<file path="src/rtl/cmdf_pkg.sv">
package cmdf_pkg;

   localparam int unsigned BASE_ALIGN = 7;
   localparam int unsigned CODEC_W    = 4;
   localparam int unsigned NODE_W     = 7;
   localparam int unsigned PAYLOAD_W  = 20;

   typedef enum logic [2:0] {
      SEL_BASE   = 3'd0,
      SEL_WPTR   = 3'd1,
      SEL_CTRL   = 3'd2,
      SEL_THRESH = 3'd3,
      SEL_IMMW   = 3'd4,
      SEL_ACK    = 3'd5
   } reg_sel_e;

   typedef enum logic {
      FS_IDLE = 1'b0,
      FS_WAIT = 1'b1
   } fetch_st_e;

   typedef struct packed {
      logic [CODEC_W-1:0]   codec;
      logic                 indirect;
      logic [NODE_W-1:0]    node;
      logic [PAYLOAD_W-1:0] payload;
   } verb_t;

endpackage

</file>
<file path="src/rtl/cmdf_regs.sv">
module cmdf_regs
   import cmdf_pkg::*;
#(
   parameter int unsigned ADDR_W = 32,
   parameter int unsigned PTR_W  = 8,
   parameter int unsigned CNT_W  = 8
) (
   input  logic              clk,
   input  logic              rst_n,
   input  logic              wr_en,
   input  logic [2:0]        wr_sel,
   input  logic [31:0]       wr_data,
   input  logic              rsp_pulse,
   input  logic              imm_taken,
   output logic [ADDR_W-1:0] base_q,
   output logic [PTR_W-1:0]  wptr_q,
   output logic              run_q,
   output logic [CNT_W-1:0]  thresh_q,
   output logic [CNT_W-1:0]  cnt_q,
   output logic [31:0]       imm_word_q,
   output logic              imm_busy_q
);

   localparam logic [CNT_W-1:0] CNT_MAX = {CNT_W{1'b1}};

   reg_sel_e sel;
   logic     unused_wdata;

   assign sel          = reg_sel_e'(wr_sel);
   assign unused_wdata = ^wr_data;

   always_ff @(posedge clk or negedge rst_n) begin
      if (!rst_n) begin
         base_q     <= '0;
         wptr_q     <= '0;
         run_q      <= 1'b0;
         thresh_q   <= '0;
         imm_word_q <= '0;
      end else if (wr_en) begin
         case (sel)
            SEL_BASE:   base_q     <= {wr_data[ADDR_W-1:BASE_ALIGN], {BASE_ALIGN{1'b0}}};
            SEL_WPTR:   wptr_q     <= wr_data[PTR_W-1:0];
            SEL_CTRL:   run_q      <= wr_data[0];
            SEL_THRESH: thresh_q   <= wr_data[CNT_W-1:0];
            SEL_IMMW:   imm_word_q <= wr_data;
            default:    ;
         endcase
      end
   end

   // busy: a new request in the same cycle as a dispatch wins
   always_ff @(posedge clk or negedge rst_n) begin
      if (!rst_n)
         imm_busy_q <= 1'b0;
      else if (wr_en && sel == SEL_CTRL && wr_data[1])
         imm_busy_q <= 1'b1;
      else if (imm_taken)
         imm_busy_q <= 1'b0;
   end

   // response counter: acknowledge beats an arriving response
   always_ff @(posedge clk or negedge rst_n) begin
      if (!rst_n)
         cnt_q <= '0;
      else if (wr_en && sel == SEL_ACK)
         cnt_q <= '0;
      else if (rsp_pulse && cnt_q != CNT_MAX)
         cnt_q <= cnt_q + 1'b1;
   end

endmodule

</file>
<file path="src/rtl/cmdf_fetch.sv">
module cmdf_fetch
   import cmdf_pkg::*;
#(
   parameter int unsigned ADDR_W = 32,
   parameter int unsigned PTR_W  = 8
) (
   input  logic              clk,
   input  logic              rst_n,
   input  logic [ADDR_W-1:0] base,
   input  logic [PTR_W-1:0]  wptr,
   input  logic              run,
   input  logic              stall_cnt,
   input  logic              imm_busy,
   input  logic [31:0]       imm_word,
   input  logic              mem_rvalid,
   input  logic [31:0]       mem_rdata,
   output logic              mem_req,
   output logic [ADDR_W-1:0] mem_addr,
   output logic [PTR_W-1:0]  rptr,
   output logic              take,
   output logic [31:0]       take_word,
   output logic              imm_taken
);

   localparam int unsigned OFS_W = PTR_W + 2;

   fetch_st_e        st_q;
   logic [PTR_W-1:0] nxt;
   logic             can_fetch;
   logic             ring_take;

   assign nxt       = rptr + 1'b1;
   assign can_fetch = run && (rptr != wptr) && !stall_cnt;
   assign imm_taken = (st_q == FS_IDLE) && imm_busy;
   assign ring_take = (st_q == FS_WAIT) && mem_rvalid;
   assign take      = imm_taken || ring_take;
   assign take_word = imm_taken ? imm_word : mem_rdata;

   always_ff @(posedge clk or negedge rst_n) begin
      if (!rst_n) begin
         st_q     <= FS_IDLE;
         mem_req  <= 1'b0;
         mem_addr <= '0;
         rptr     <= '0;
      end else begin
         mem_req <= 1'b0;
         case (st_q)
            FS_IDLE: begin
               if (!imm_busy && can_fetch) begin
                  mem_req  <= 1'b1;
                  mem_addr <= base + ADDR_W'({nxt, 2'b00});
                  st_q     <= FS_WAIT;
               end
            end
            FS_WAIT: begin
               if (mem_rvalid) begin
                  rptr <= nxt;
                  st_q <= FS_IDLE;
               end
            end
            default: st_q <= FS_IDLE;
         endcase
      end
   end

   logic [OFS_W-1:0] unused_ofs;
   assign unused_ofs = '0;

endmodule

</file>
<file path="src/rtl/cmdf_dispatch.sv">
module cmdf_dispatch
   import cmdf_pkg::*;
#(
   parameter int unsigned NUM_SLOTS = 15,
   parameter bit          OUT_REG   = 1'b1
) (
   input  logic                 clk,
   input  logic                 rst_n,
   input  logic                 take,
   input  logic [31:0]          word,
   input  logic [NUM_SLOTS-1:0] present,
   output logic                 cmd_valid,
   output logic                 cmd_reject,
   output logic [CODEC_W-1:0]   cmd_codec,
   output logic [NODE_W-1:0]    cmd_node,
   output logic [PAYLOAD_W-1:0] cmd_payload
);

   localparam int unsigned ADDR_SPAN = 1 << CODEC_W;

   verb_t                v;
   logic [ADDR_SPAN-1:0] slot_ok;
   logic                 accept;

   assign v = verb_t'(word);

   // the top code is reserved, codes past NUM_SLOTS have no slot
   for (genvar k = 0; k < ADDR_SPAN; k++) begin : g_slot
      if (k < NUM_SLOTS && k != ADDR_SPAN - 1) begin : g_real
         assign slot_ok[k] = present[k];
      end else begin : g_none
         assign slot_ok[k] = 1'b0;
      end
   end

   assign accept = !v.indirect && slot_ok[v.codec];

   if (OUT_REG) begin : g_reg
      always_ff @(posedge clk or negedge rst_n) begin
         if (!rst_n) begin
            cmd_valid   <= 1'b0;
            cmd_reject  <= 1'b0;
            cmd_codec   <= '0;
            cmd_node    <= '0;
            cmd_payload <= '0;
         end else begin
            cmd_valid  <= take && accept;
            cmd_reject <= take && !accept;
            if (take) begin
               cmd_codec   <= v.codec;
               cmd_node    <= v.node;
               cmd_payload <= v.payload;
            end
         end
      end
   end else begin : g_comb
      assign cmd_valid   = take && accept;
      assign cmd_reject  = take && !accept;
      assign cmd_codec   = v.codec;
      assign cmd_node    = v.node;
      assign cmd_payload = v.payload;
   end

endmodule

</file>
<file path="src/rtl/cmd_ring_fetch.sv">
module cmd_ring_fetch
   import cmdf_pkg::*;
#(
   parameter int unsigned ADDR_W    = 32,
   parameter int unsigned PTR_W     = 8,
   parameter int unsigned CNT_W     = 8,
   parameter int unsigned NUM_SLOTS = 15,
   parameter bit          OUT_REG   = 1'b1
) (
   input  logic                 clk,
   input  logic                 rst_n,
   input  logic                 reg_wr_en,
   input  logic [2:0]           reg_sel,
   input  logic [31:0]          reg_wdata,
   input  logic                 rsp_done,
   input  logic [NUM_SLOTS-1:0] codec_present,
   output logic [PTR_W-1:0]     rd_ptr,
   output logic                 imm_busy,
   output logic                 mem_req,
   output logic [ADDR_W-1:0]    mem_addr,
   input  logic                 mem_rvalid,
   input  logic [31:0]          mem_rdata,
   output logic                 cmd_valid,
   output logic                 cmd_reject,
   output logic [3:0]           cmd_codec,
   output logic [6:0]           cmd_node,
   output logic [19:0]          cmd_payload
);

   if (ADDR_W > 32 || ADDR_W < PTR_W + 2 || ADDR_W <= BASE_ALIGN) begin : g_bad_addr
      $error("cmd_ring_fetch: ADDR_W out of range");
   end
   if (NUM_SLOTS < 1 || NUM_SLOTS > 15) begin : g_bad_slots
      $error("cmd_ring_fetch: NUM_SLOTS must be 1..15");
   end
   if (CNT_W < 1 || CNT_W > 32) begin : g_bad_cnt
      $error("cmd_ring_fetch: CNT_W must be 1..32");
   end

   logic [ADDR_W-1:0] base_q;
   logic [PTR_W-1:0]  wptr_q;
   logic              run_q;
   logic [CNT_W-1:0]  thresh_q;
   logic [CNT_W-1:0]  cnt_q;
   logic [31:0]       imm_word_q;
   logic              imm_taken;
   logic              take;
   logic [31:0]       take_word;
   logic              stall_cnt;

   assign stall_cnt = (cnt_q == thresh_q);

   cmdf_regs #(.ADDR_W(ADDR_W), .PTR_W(PTR_W), .CNT_W(CNT_W)) u_regs (
      .clk        (clk),
      .rst_n      (rst_n),
      .wr_en      (reg_wr_en),
      .wr_sel     (reg_sel),
      .wr_data    (reg_wdata),
      .rsp_pulse  (rsp_done),
      .imm_taken  (imm_taken),
      .base_q     (base_q),
      .wptr_q     (wptr_q),
      .run_q      (run_q),
      .thresh_q   (thresh_q),
      .cnt_q      (cnt_q),
      .imm_word_q (imm_word_q),
      .imm_busy_q (imm_busy)
   );

   cmdf_fetch #(.ADDR_W(ADDR_W), .PTR_W(PTR_W)) u_fetch (
      .clk        (clk),
      .rst_n      (rst_n),
      .base       (base_q),
      .wptr       (wptr_q),
      .run        (run_q),
      .stall_cnt  (stall_cnt),
      .imm_busy   (imm_busy),
      .imm_word   (imm_word_q),
      .mem_rvalid (mem_rvalid),
      .mem_rdata  (mem_rdata),
      .mem_req    (mem_req),
      .mem_addr   (mem_addr),
      .rptr       (rd_ptr),
      .take       (take),
      .take_word  (take_word),
      .imm_taken  (imm_taken)
   );

   cmdf_dispatch #(.NUM_SLOTS(NUM_SLOTS), .OUT_REG(OUT_REG)) u_disp (
      .clk         (clk),
      .rst_n       (rst_n),
      .take        (take),
      .word        (take_word),
      .present     (codec_present),
      .cmd_valid   (cmd_valid),
      .cmd_reject  (cmd_reject),
      .cmd_codec   (cmd_codec),
      .cmd_node    (cmd_node),
      .cmd_payload (cmd_payload)
   );

endmodule

</file>
<file path="config.mk">
export PLATFORM = sky130hd
export DESIGN_NAME = cmd_ring_fetch
export DESIGN_NICKNAME = d
export VERILOG_FILES = /design/src/rtl/cmdf_pkg.sv /design/src/rtl/cmdf_regs.sv /design/src/rtl/cmdf_fetch.sv /design/src/rtl/cmdf_dispatch.sv /design/src/rtl/cmd_ring_fetch.sv
export SDC_FILE = /design/constraint.sdc
export NUM_CORES = 1
export LEC_CHECK = 0
export BUFFER_PORTS_ARGS = -buffer_cell sky130_fd_sc_hd__buf_2
export CORE_UTILIZATION = 41
export CTS_CLUSTER_SIZE = 14
export DETAILED_ROUTE_END_ITERATION = 16
export PLACE_DENSITY = 0.75
export SLEW_MARGIN = 40
export SYNTH_ARGS = -nofsm -noshare
export SYNTH_HDL_FRONTEND = slang
export SYNTH_SLANG_ARGS = --single-unit
</file>
<file path="constraint.sdc">
create_clock -name clk -period 3.7 [get_ports clk]
set_input_delay 0.555 -clock clk [delete_from_list [all_inputs] [get_ports clk]]
set_output_delay 0.555 -clock clk [all_outputs]
set_load 0.01 [all_outputs]
</file>
; Word level (Yosys, flattened, before mapping)
; Index checks and enable logic that the tools add are counted.
[word_totals]
ff_bits = 158
latch_bits = 0
ram_bits = 0
mem_bits_ro = 0
input_bits = 87
wordCells = 67
mem_count = 0
[classes]
n_addsub = 3
mul = 0
n_div = 0
n_lt_le_gt_ge = 1
n_eq_ne = 8
shift = 0
muxes = 11
bitwise = 1
reduce_logical = 27
[op_table]
columns = cell, count
row1 = $add 32x10->32, 1
row2 = $mux 32, 1
row3 = $add 8x1->8 const B, 2
row4 = $mux 8, 2
row5 = $reduce_and 2->1, 7
row6 = $logic_and 1x1->1, 12
row7 = $eq 8x8->1, 1
row8 = $ne 8x8->1, 1
row9 = $ne 8x8->1 const B, 1
row10 = $eq 3x2->1 const B, 2
row11 = $eq 3x3->1 const B, 2
row12 = $mux 1, 6
row13 = $lt 4x5->1 const B, 1
row14 = $bmux 1 s4, 1
row15 = $logic_not 1->1, 4
row16 = $reduce_bool 2->1, 2
row17 = $eq 3x1->1 const B, 1
row18 = $logic_not 3->1, 1
row19 = $pmux 1 s2, 1
row20 = $logic_or 1x1->1, 1
row21 = $not 1->1, 1

; Longest topological paths before layout
; Gate-level depths: netlist (run 1).
[depth]
word_depth = 8
ltp_mapped = 11

; Cells and area by module
; Synthesis (run 1) repeated with hierarchy kept, for this count alone.
[hier_totals]
cells_unflattened = 633
area_unflattened_um2 = 7842.5
[by_module_without_submodules]
columns = mod, instances, cells_per_inst, area_per_inst_um2, seq_area_each_um2
row1 = cmdf_regs, 1, 213, 3310.7, 2077.0
row2 = cmdf_fetch, 1, 321, 3071.7, 1051.0
row3 = cmdf_dispatch, 1, 88, 1373.8, 825.8
row4 = cmd_ring_fetch, 1, 11, 86.3, 0.0

; Least setup slack after synthesis (run 1)
; Ideal clock, no wire load.
[synth_timing]
path_type = register -> register
start = register u_fetch.rptr[0]
end = register u_fetch.mem_addr[19]
setup_ps = 125
arrival_time_ps = 2634
slack_ps = 941
stages_incl_launch_ff = 12
period_less_slack_ps = 2759
path_cell_list = dfrtp_1 ha_1 nand3_1 nor2_1 xor2_1 inv_1 fa_1 nand2b_1 a21oi_1 nand4_1 xnor2_1 mux2_2
[synth_lines]
columns = element, line_no
row1 = "start, declared", cmdf_fetch.sv:19  ; output logic [PTR_W-1:0] rptr,
row2 = "start signal, assigned", cmdf_fetch.sv:57  ; rptr <= nxt;
row3 = $add 8x1->8, cmdf_fetch.sv:32  ; assign nxt = rptr + 1'b1;
row4 = via u_fetch.nxt[6], cmdf_fetch.sv:28  ; logic [PTR_W-1:0] nxt;
row5 = $add 32x10->32, cmdf_fetch.sv:51  ; mem_addr <= base + ADDR_W'({nxt, 2'b00});
row6 = "end signal, assigned", cmdf_fetch.sv:51
row7 = "end, declared", cmdf_fetch.sv:18  ; output logic [ADDR_W-1:0] mem_addr,
; The timed path passes the listed nets, and every way through them passes these cells.
; A chain may end at the register's enable or synchronous reset.

; Worst setup path after layout (run 1)
; Ends and elaborated chain as after synthesis.

==> results of run 1 <==
==> logic make-up (layout without fill, tap and decap cells) <==
logic type,Yosys count,count (layout),share of synthesized area
AOI/OAI and AO/OA,56,56,0.0458
DFF,156,156,0.529
other,1,2,0.000508
adders and majority gates,6,6,0.0112
xor gates and xnor gates,57,57,0.0676
and+or+nand+nor,149,149,0.104
buffers and inverters,35,209,0.0256
muxes,144,144,0.216
==> final timing paths <==
kind | start | endpoint | slack [ns]
setup reg to reg | u_fetch.rptr[0] | u_fetch.mem_addr[19] | 0.63
hold / removal | rst_n | u_regs.imm_word_q[21] | 0.04
hold reg to reg | u_regs.imm_word_q[7] | u_disp.cmd_payload[7] | 0.48
min in group clk | reg_wdata[25] | u_regs.imm_word_q[25] | 0.37
max in group asynchronous | rst_n | u_fetch.mem_addr[31] | 2.89
setup / recovery | u_fetch.rptr[0] | u_fetch.mem_addr[19] | 0.63
==> layer usage <==
metal,up-vias,GRT usage,wire [um]
li1,2456,-,-
met5,-,0,0
met3,12,0.0630,1060
met1,2554,0.253,7660
met2,126,0.318,8330
met4,0,0.0599,166
==> flip-flops by register name, indices dropped and copies added, names as in the netlist <==
signal	count
u_fetch.rptr	8
u_regs.imm_word_q	32
u_regs.run_q	1
u_disp.cmd_reject	1
u_regs.imm_busy_q	1
u_fetch.st_q	1
u_disp.cmd_payload	20
u_disp.cmd_codec	4
u_regs.wptr_q	8
u_regs.cnt_q	8
u_regs.base_q	25
u_disp.cmd_valid	1
u_fetch.mem_req	1
u_fetch.mem_addr	30
u_disp.cmd_node	7
u_regs.thresh_q	8
==> through the flow <==
| stage | cell area, sq um | util | hold WS [ns] | power, mW |
|---|---|---|---|---|
| detailed placement | 8470 | 0.486 | 0.471 | 4.67 |
| global placement | 8390 | 0.482 | 0.456 | 4.55 |
| CTS | 9100 | 0.522 | 0.0361 | 6.53 |
| floorplan | 7380 | - | 0.259 | 3.86 |
| global route | 9100 | 0.522 | 0.0548 | 6.82 |
| finish | 9100 | 0.522 | 0.0387 | 6.47 |
==> layout by cell type, fill, tap and decap left out, types with 5 or more instances in the layout <==
cell type,netlist,routed
sky130_fd_sc_hd__inv_1,7,7
sky130_fd_sc_hd__and3_1,8,8
sky130_fd_sc_hd__buf_4,6,8
sky130_fd_sc_hd__mux2i_1,36,36
sky130_fd_sc_hd__o21ai_0,32,32
sky130_fd_sc_hd__xnor2_1,33,33
sky130_fd_sc_hd__nand3_1,16,16
sky130_fd_sc_hd__dfrtp_1,156,156
sky130_fd_sc_hd__buf_2,9,158
sky130_fd_sc_hd__ha_1,5,5
sky130_fd_sc_hd__nand4_1,14,14
sky130_fd_sc_hd__nor2_1,22,22
sky130_fd_sc_hd__nand2_1,57,56
sky130_fd_sc_hd__xor2_1,24,24
sky130_fd_sc_hd__clkbuf_16,0,17
sky130_fd_sc_hd__a21oi_1,11,11
sky130_fd_sc_hd__mux2_2,105,105
sky130_fd_sc_hd__nand2b_1,8,8
==> power groups by stage <==
stage	registers [mW]	logic [mW]	clock network (mW)
detailed placement	2.75	1.92	0
floorplan	2.81	1.05	0
global route	2.82	2.08	1.93
finish	2.73	1.90	1.83
CTS	2.74	1.93	1.87
global placement	2.73	1.82	0
==> critical path, delay by kind of cell, from the launching register on <==
kind | cells | cell delay, ns
AND/OR/NAND/NOR | 4 | 0.69
adder cells (fa/ha/maj) | 2 | 0.68
flip-flops | 1 | 0.48
AO/OA/AOI/OAI | 1 | 0.40
XOR/XNOR | 2 | 0.36
multiplexers | 1 | 0.26
buffers and inverters | 1 | 0.09
==> Yosys cell counts, drive strengths merged (4+ instances only) <==
cell type	number
o21ai	32
mux2i	38
clkbuf	9
xor2	24
nand2	57
nor2	22
buf	19
mux2	106
ha	5
a21oi	12
nand3	17
nor4	4
dfrtp	156
inv	7
nor3	4
and3	8
nand4	14
nand2b	9
xnor2	33
==> area by class of cell <==
cell class	count	area [sq um]
well taps	225	282
repair buffers	170	932
inverters	7	26.3
fillers	1535	8320
clock buffers	20	467
clock inverters	12	161
multi-input cells	414	3330
flip-flops and latches	156	3900
==> run summary, run 1 <==
Once placement completed, the tool counted placed cells totaling slightly below 1k. The final layout contains routed wiring with a total length of about 17000 um. The count of flip-flops with a built-in enable after synthesis is 0. The fraction of synthesis flops using an asynchronous set or reset pin is 1.00.

The switching fraction of total power came out at 0.322. The combined global-route utilization of all metal layers came out at 0.197. The number of antenna diodes in the final layout is 0. The count of final max-slew check failures came out at 0. The share of synthesized area in the top cell type comes to 0.529. For this design the top-level I/O count stands at between 150 and 200. At the worst endpoint, the arrival time is around 3.4 ns.

The library cell occupying the most area in the post-synthesis netlist is sky130_fd_sc_hd__dfrtp_1. For the pin with the worst max-slew slack, the measured transition is approximately 0.7 ns. The H-tree depth is 4. Yosys attributes the largest share of cell area to sky130_fd_sc_hd__dfrtp_1 (53%), sky130_fd_sc_hd__mux2_2 (16%), sky130_fd_sc_hd__mux2i_1 (4.9%). The predominant post-synthesis flop cell is sky130_fd_sc_hd__dfrtp_1. Counting flops and latches in the post-synthesis netlist gives roughly 160.

The number of warnings reported in the yosys synthesis log came out at 0. The hold buffer count at cts is 0. The element type at the critical path start is a register. The leakage dissipation is approximately 4.3 nW. Counting cells, the worst reg-to-reg path comes to 11. The switching power summed over all nets came out at approximately 2.1 mW. The initial antenna violation count is 0. For this run, the slowest stage of the critical path takes roughly 0.48 ns.

In this run the clock root is driven by a sky130_fd_sc_hd__clkbuf_16. The post-synthesis instance area is 7380 sq um. The post-detailed-placement half-perimeter wirelength is approximately 13000 um. The fraction of layout instances using a drive strength above 1 is 0.413. The number of vias per cell came out at between 5 and 6. The cell area power density is just over 700 nW/um^2.

Setup repair after global routing left no endpoint under its margin. The floorplan has 48 rows. The min-delay analysis places its worst path in the category in -> async. Across the run, the number of max-cap violations was 0.

The overall die height is 136 um. The detail route stage leaves a number of antenna-violating nets equal to 0. The core region area came out at around 17000 sq um. The average wire length per cell after detail routing came out at 17.1 um. For the final database, setup skew stands at slightly above 0.008 ns. Among all stages on the critical path, the largest delay is contributed by sky130_fd_sc_hd__dfrtp_1. At the end of routability-driven placement, the weighted congestion stood at roughly 0.8. The combinational power share is 0.294. The final hold violation count was 0.

The share of the clock period used by the worst path after layout came out at 0.831. The number of buffers created by CTS came out at 17. The shortest period the worst path allows is 3.07 ns. Setup slack on the critical path of the routed design comes to between 0.6 and 0.7 ns. The floorplan step defined a die boundary enclosing 18500 sq um.

Each instance of the synthesized netlist takes up on average around 12 sq um. For this run, the register share of the synthesized area comes to 0.529. Entering global routing, the biggest net connects 57 pins. In this run the post-CTS setup repair buffer count came out at 0. The number of I/O port buffers is roughly 160. The die is approximately 140 um wide. The setup-violating endpoint count in the final report came out at 0. The number of global-route vias before repair is roughly 5.3k. The total clock sinks is between 150 and 200. The finished layout holds 1004 standard cells, fillers aside. The critical path goes through ha_1 -> nand3_1 -> nor2_1 -> xor2_1 -> inv_1 -> fa_1 -> nand2b_1 -> a21oi_1 -> nand4_1 -> xnor2_1 -> mux2_2. The starting density of the core is 0.424. The highest net fanout along the worst path is 7. The worst vdd rail ir drop is a little under 0.4 mV. STA classifies the critical path endpoint as a register. The share of total power dissipated in the clock network is 0.284. The clock tree from TritonCTS is yes. The violation count after the first detailed-routing iteration came out at ~190. The synthesis-to-finish area growth is 23.3%. The run finished with clean final reports. The internal cell power is 4.38 mW. No sink is reached through more buffers than the 2 on the longest clock path. By startpoint and endpoint, the worst setup path is classified as reg -> reg. For this run, the top clock speed supported by timing is roughly 0.33 GHz. The count of unresolved DRC violations after routing came out at 0. The final net count came out at 859.

The length of the first detailed-routing pass in iterations came out at 7. The sequential fraction of design power came out at 0.423. The remaining max-slew budget at the tightest pin came out at 0.532. For the worst setup path, the data required time is 4.01 ns. At the later pin of the worst-skew pair, clock insertion delay measures between 0.4 and 0.5 ns. The number of gates resized after CTS is 0. The via total after detailed routing came out at around 5.1k. After synthesis, the netlist uses 53 different library cells. The overflow left after global routing came out at 0.

The sum of negative setup slack came out at 0 ns. Prior to clock tree synthesis, the placed netlist has a worst setup slack of slightly above 0.6 ns. The clock-pin slew on the worst setup and hold paths came out at roughly 0.060 ns. The first global-routing pass estimated 27800 um of wire.

The cell count after synthesis came out at between 600 and 700.
(Power assumes the default switching activity.)
==> inputs of run 2 (changes only) <==
- clock period: 3.7 -> 2.9 ns (I/O delays scaled with it)
==> run 2 against run 1 <==
Design area grew 0.81%. Combinational power grew 32%. Global-route usage shrank 0.23 points. Largest power group unchanged.
==> run summary, run 2 (synthesized netlist as in run 1, its figures left out) <==
The worst hold endpoint is u_regs.base_q[8]. The die width is 136 um (unchanged). The synthesis-to-finish area growth came out at 24.3% (was 23.3%). Result of the run: finished, final reports clean (unchanged). The leading cell type in the layout, fill and taps excluded was sky130_fd_sc_hd__buf_2 (unchanged). The launching point of the worst reg2reg path is u_fetch.rptr[1] (was u_fetch.rptr[0]). The H-tree depth is 4 (unchanged). The overflow left after global routing was 0 (unchanged).

The fraction of layout instances using a drive strength above 1 was 0.421 (was 0.413). The type of the most critical hold path is in -> reg (was in -> async). The placer congestion estimate came out at 0.817 (was 0.803). The worst vdd rail ir drop came to 0.461 mV (was 0.397 mV). The wire length of the first global-routing pass is 27500 um (was 27800 um). The element type at the critical path start is a register (unchanged). The final total power is 8.28 mW (was 6.47 mW). The source-to-sink clock delay at the later pin of the worst-skew pair was 0.42 ns (was 0.43 ns). The placement-stage worst setup slack is 0.0969 ns (was 0.618 ns). The number of nets with antenna violations after detailed routing is 0 (unchanged).

The arrival time of data at the critical path endpoint is 3.02 ns (was 3.39 ns). The length of the first detailed-routing pass in iterations is 4 (was 7). The core region area came to 17400 sq um (unchanged). The maximum operating frequency came out at 0.368 GHz (was 0.325 GHz).

The violation count after the first detailed-routing iteration came out at 270 (was 185). Commonest cells after routing, fill and taps aside: sky130_fd_sc_hd__buf_2 (158), sky130_fd_sc_hd__dfrtp_1 (155), sky130_fd_sc_hd__mux2_2 (105) (was sky130_fd_sc_hd__buf_2 (158), sky130_fd_sc_hd__dfrtp_1 (156), sky130_fd_sc_hd__mux2_2 (105)). The sum of negative setup slack came out at 0 ns (unchanged). The deepest clock path buffer count came out at 2 (unchanged). The overall die height is 136 um (unchanged). The count of final max-slew check failures was 0 (unchanged).

The leakage dissipation was 4.31 nW (was 4.27 nW). The area of the die is 18500 sq um (unchanged). The slew at the pin with the worst max-slew slack was 0.702 ns (was 0.699 ns). The average wire length per cell after detail routing is 16.9 um (was 17.1 um). The number of global-route vias before repair is 5333 (was 5325). The total clock sinks came out at 156 (unchanged).

The initial antenna violation count came out at 0 (unchanged). The type of the worst setup path is reg -> reg (unchanged). The share of the clock period used by the worst path after layout is 0.937 (was 0.831).

The via total after detailed routing came out at 5164 (was 5148). The required time of the critical path came out at 3.21 ns (was 4.01 ns). The minimum setup slack in the final design is 0.182 ns (was 0.626 ns).

The startpoint identified for the worst hold timing path is reg_wdata[8]. The number of flip-flops in the largest register came out at 32 (unchanged). The final hold violation count came out at 0 (unchanged). The clock skew after layout came out at 0.00867 ns (was 0.00818 ns). The cell count of the worst hold path is 3. The highest net fanout along the worst path is 5 (was 7).

The post-detailed-placement half-perimeter wirelength is 12300 um (was 12600 um). The worst hold slack after final layout came out at 0.254 ns (was 0.0387 ns). The setup-violating endpoint count in the final report is 0 (unchanged).

The end of the worst register-to-register path was u_fetch.mem_addr[21] (was u_fetch.mem_addr[19]). The overall routed net length is 17100 um (was 17200 um). The largest net degree at the start of global routing is 58 (was 57).

The total inserted antenna cells came out at 0 (unchanged). The number of vias per cell was 5.10 (was 5.13). The boundary pin count is 162 (unchanged). The final net count is 867 (was 859). The number of I/O port buffers came out at 159 (unchanged). The combined global-route utilization of all metal layers is 0.195 (was 0.197).

The remaining max-slew budget at the tightest pin is 0.530 (was 0.532). Top Registers: u_regs.imm_word_q x32, u_fetch.mem_addr x30, u_regs.base_q x25 (unchanged). The register-to-register path setup slack is 0.18 ns (was 0.63 ns).

The depth of the most critical reg-to-reg path came out at 12 (was 11). The clock tree from TritonCTS is yes (unchanged). The shortest period the worst path allows came out at 2.72 ns (was 3.07 ns).

The clock-pin slew on the worst setup and hold paths came out at 0.06 ns (about the same). The number of placement rows is 48 (unchanged). The cell area power density is 903 nW/um^2 (was 711 nW/um^2). The number of buffers created by CTS is 17 (unchanged).

The number of max-cap violations is 0 (unchanged). The starting density of the core was 0.424 (unchanged). The final design area excluding fillers came out at 9170 sq um (was 9100 sq um). The post-placement cell area came out at 8520 sq um (was 8470 sq um).

The clock root buffer is sky130_fd_sc_hd__clkbuf_16 (unchanged). The largest register by flop count was u_regs.imm_word_q (unchanged). The count of unresolved DRC violations after routing came out at 0 (unchanged). The kind of end point of the critical path is a register (unchanged).
==> run 2: final cells by class <==
class	instances	area, sq um
Fill cell	1535	8250
Sequential cell	156	3910
Multi-Input combinational cell	414	3340
Timing Repair Buffer	178	1010
Clock buffer	20	447
Tap cell	225	282
Clock inverter	12	161
Inverter	7	26.3
==> run 2: layer usage <==
| layer | share of wire | track usage |
|---|---|---|
| met1 | 0.45 | 0.249 |
| met2 | 0.47 | 0.313 |
| met3 | 0.065 | 0.0608 |
| met4 | 0.016 | 0.0642 |
| met5 | 0 | 0 |
==> run 2: worst max path at each step <==
stage          depth (start not counted)  slack (ns)                   end             from
2_1_floorplan                         11        0.14  u_fetch.mem_addr[19]  u_fetch.rptr[0]
3_3_place_gp                          12        0.18  u_fetch.mem_addr[19]  u_fetch.rptr[0]
3_5_place_dp                          12         0.1  u_fetch.mem_addr[19]  u_fetch.rptr[0]
4_1_cts                               11        0.08  u_fetch.mem_addr[31]  u_fetch.rptr[0]
5_1_grt                               12       -0.01  u_fetch.mem_addr[19]  u_fetch.rptr[1]
6_report                              12        0.18  u_fetch.mem_addr[21]  u_fetch.rptr[1]
==> run 2: worst max-delay path, stage by stage, from the launching register on <==
cell	delay [ns]
sky130_fd_sc_hd__dfrtp_1	0.37
sky130_fd_sc_hd__ha_1	0.20
sky130_fd_sc_hd__nand3_2	0.13
sky130_fd_sc_hd__nor2_1	0.15
sky130_fd_sc_hd__xor2_1	0.22
sky130_fd_sc_hd__inv_1	0.09
sky130_fd_sc_hd__fa_1	0.42
sky130_fd_sc_hd__nand2b_1	0.19
sky130_fd_sc_hd__a21oi_1	0.16
sky130_fd_sc_hd__buf_4	0.17
sky130_fd_sc_hd__nand3_1	0.09
sky130_fd_sc_hd__xnor2_1	0.14
sky130_fd_sc_hd__mux2_2	0.27
==> run 2: where the power goes <==
part / switching [mW] / leakage (nW) / total (mW) / internal (mW)
Combinational: 1.21 / 2.13 / 2.51 / 1.31
Clock: 0.915 / 0.288 / 2.30 / 1.39
Sequential: 0.546 / 1.89 / 3.47 / 2.92
Total: 2.67 / 4.31 / 8.28 / 5.61
==> run 2: per-stage QoR <==
stage | utilization | cells
final | 0.527 | 1012
after global routing | 0.527 | 1012
after CTS | 0.525 | 1010
after detailed placement | 0.489 | 977
after global placement | 0.487 | 975
after floorplan | - | 605
==> run 2: repair_timing <==
action | CTS | global route
hold buffers | 1 | 0
resized for setup | 0 | 4
endpoints found under the setup margin | 0 | 16
buffers inserted | 0 | 2
hold endpoints to repair | 18 | 0
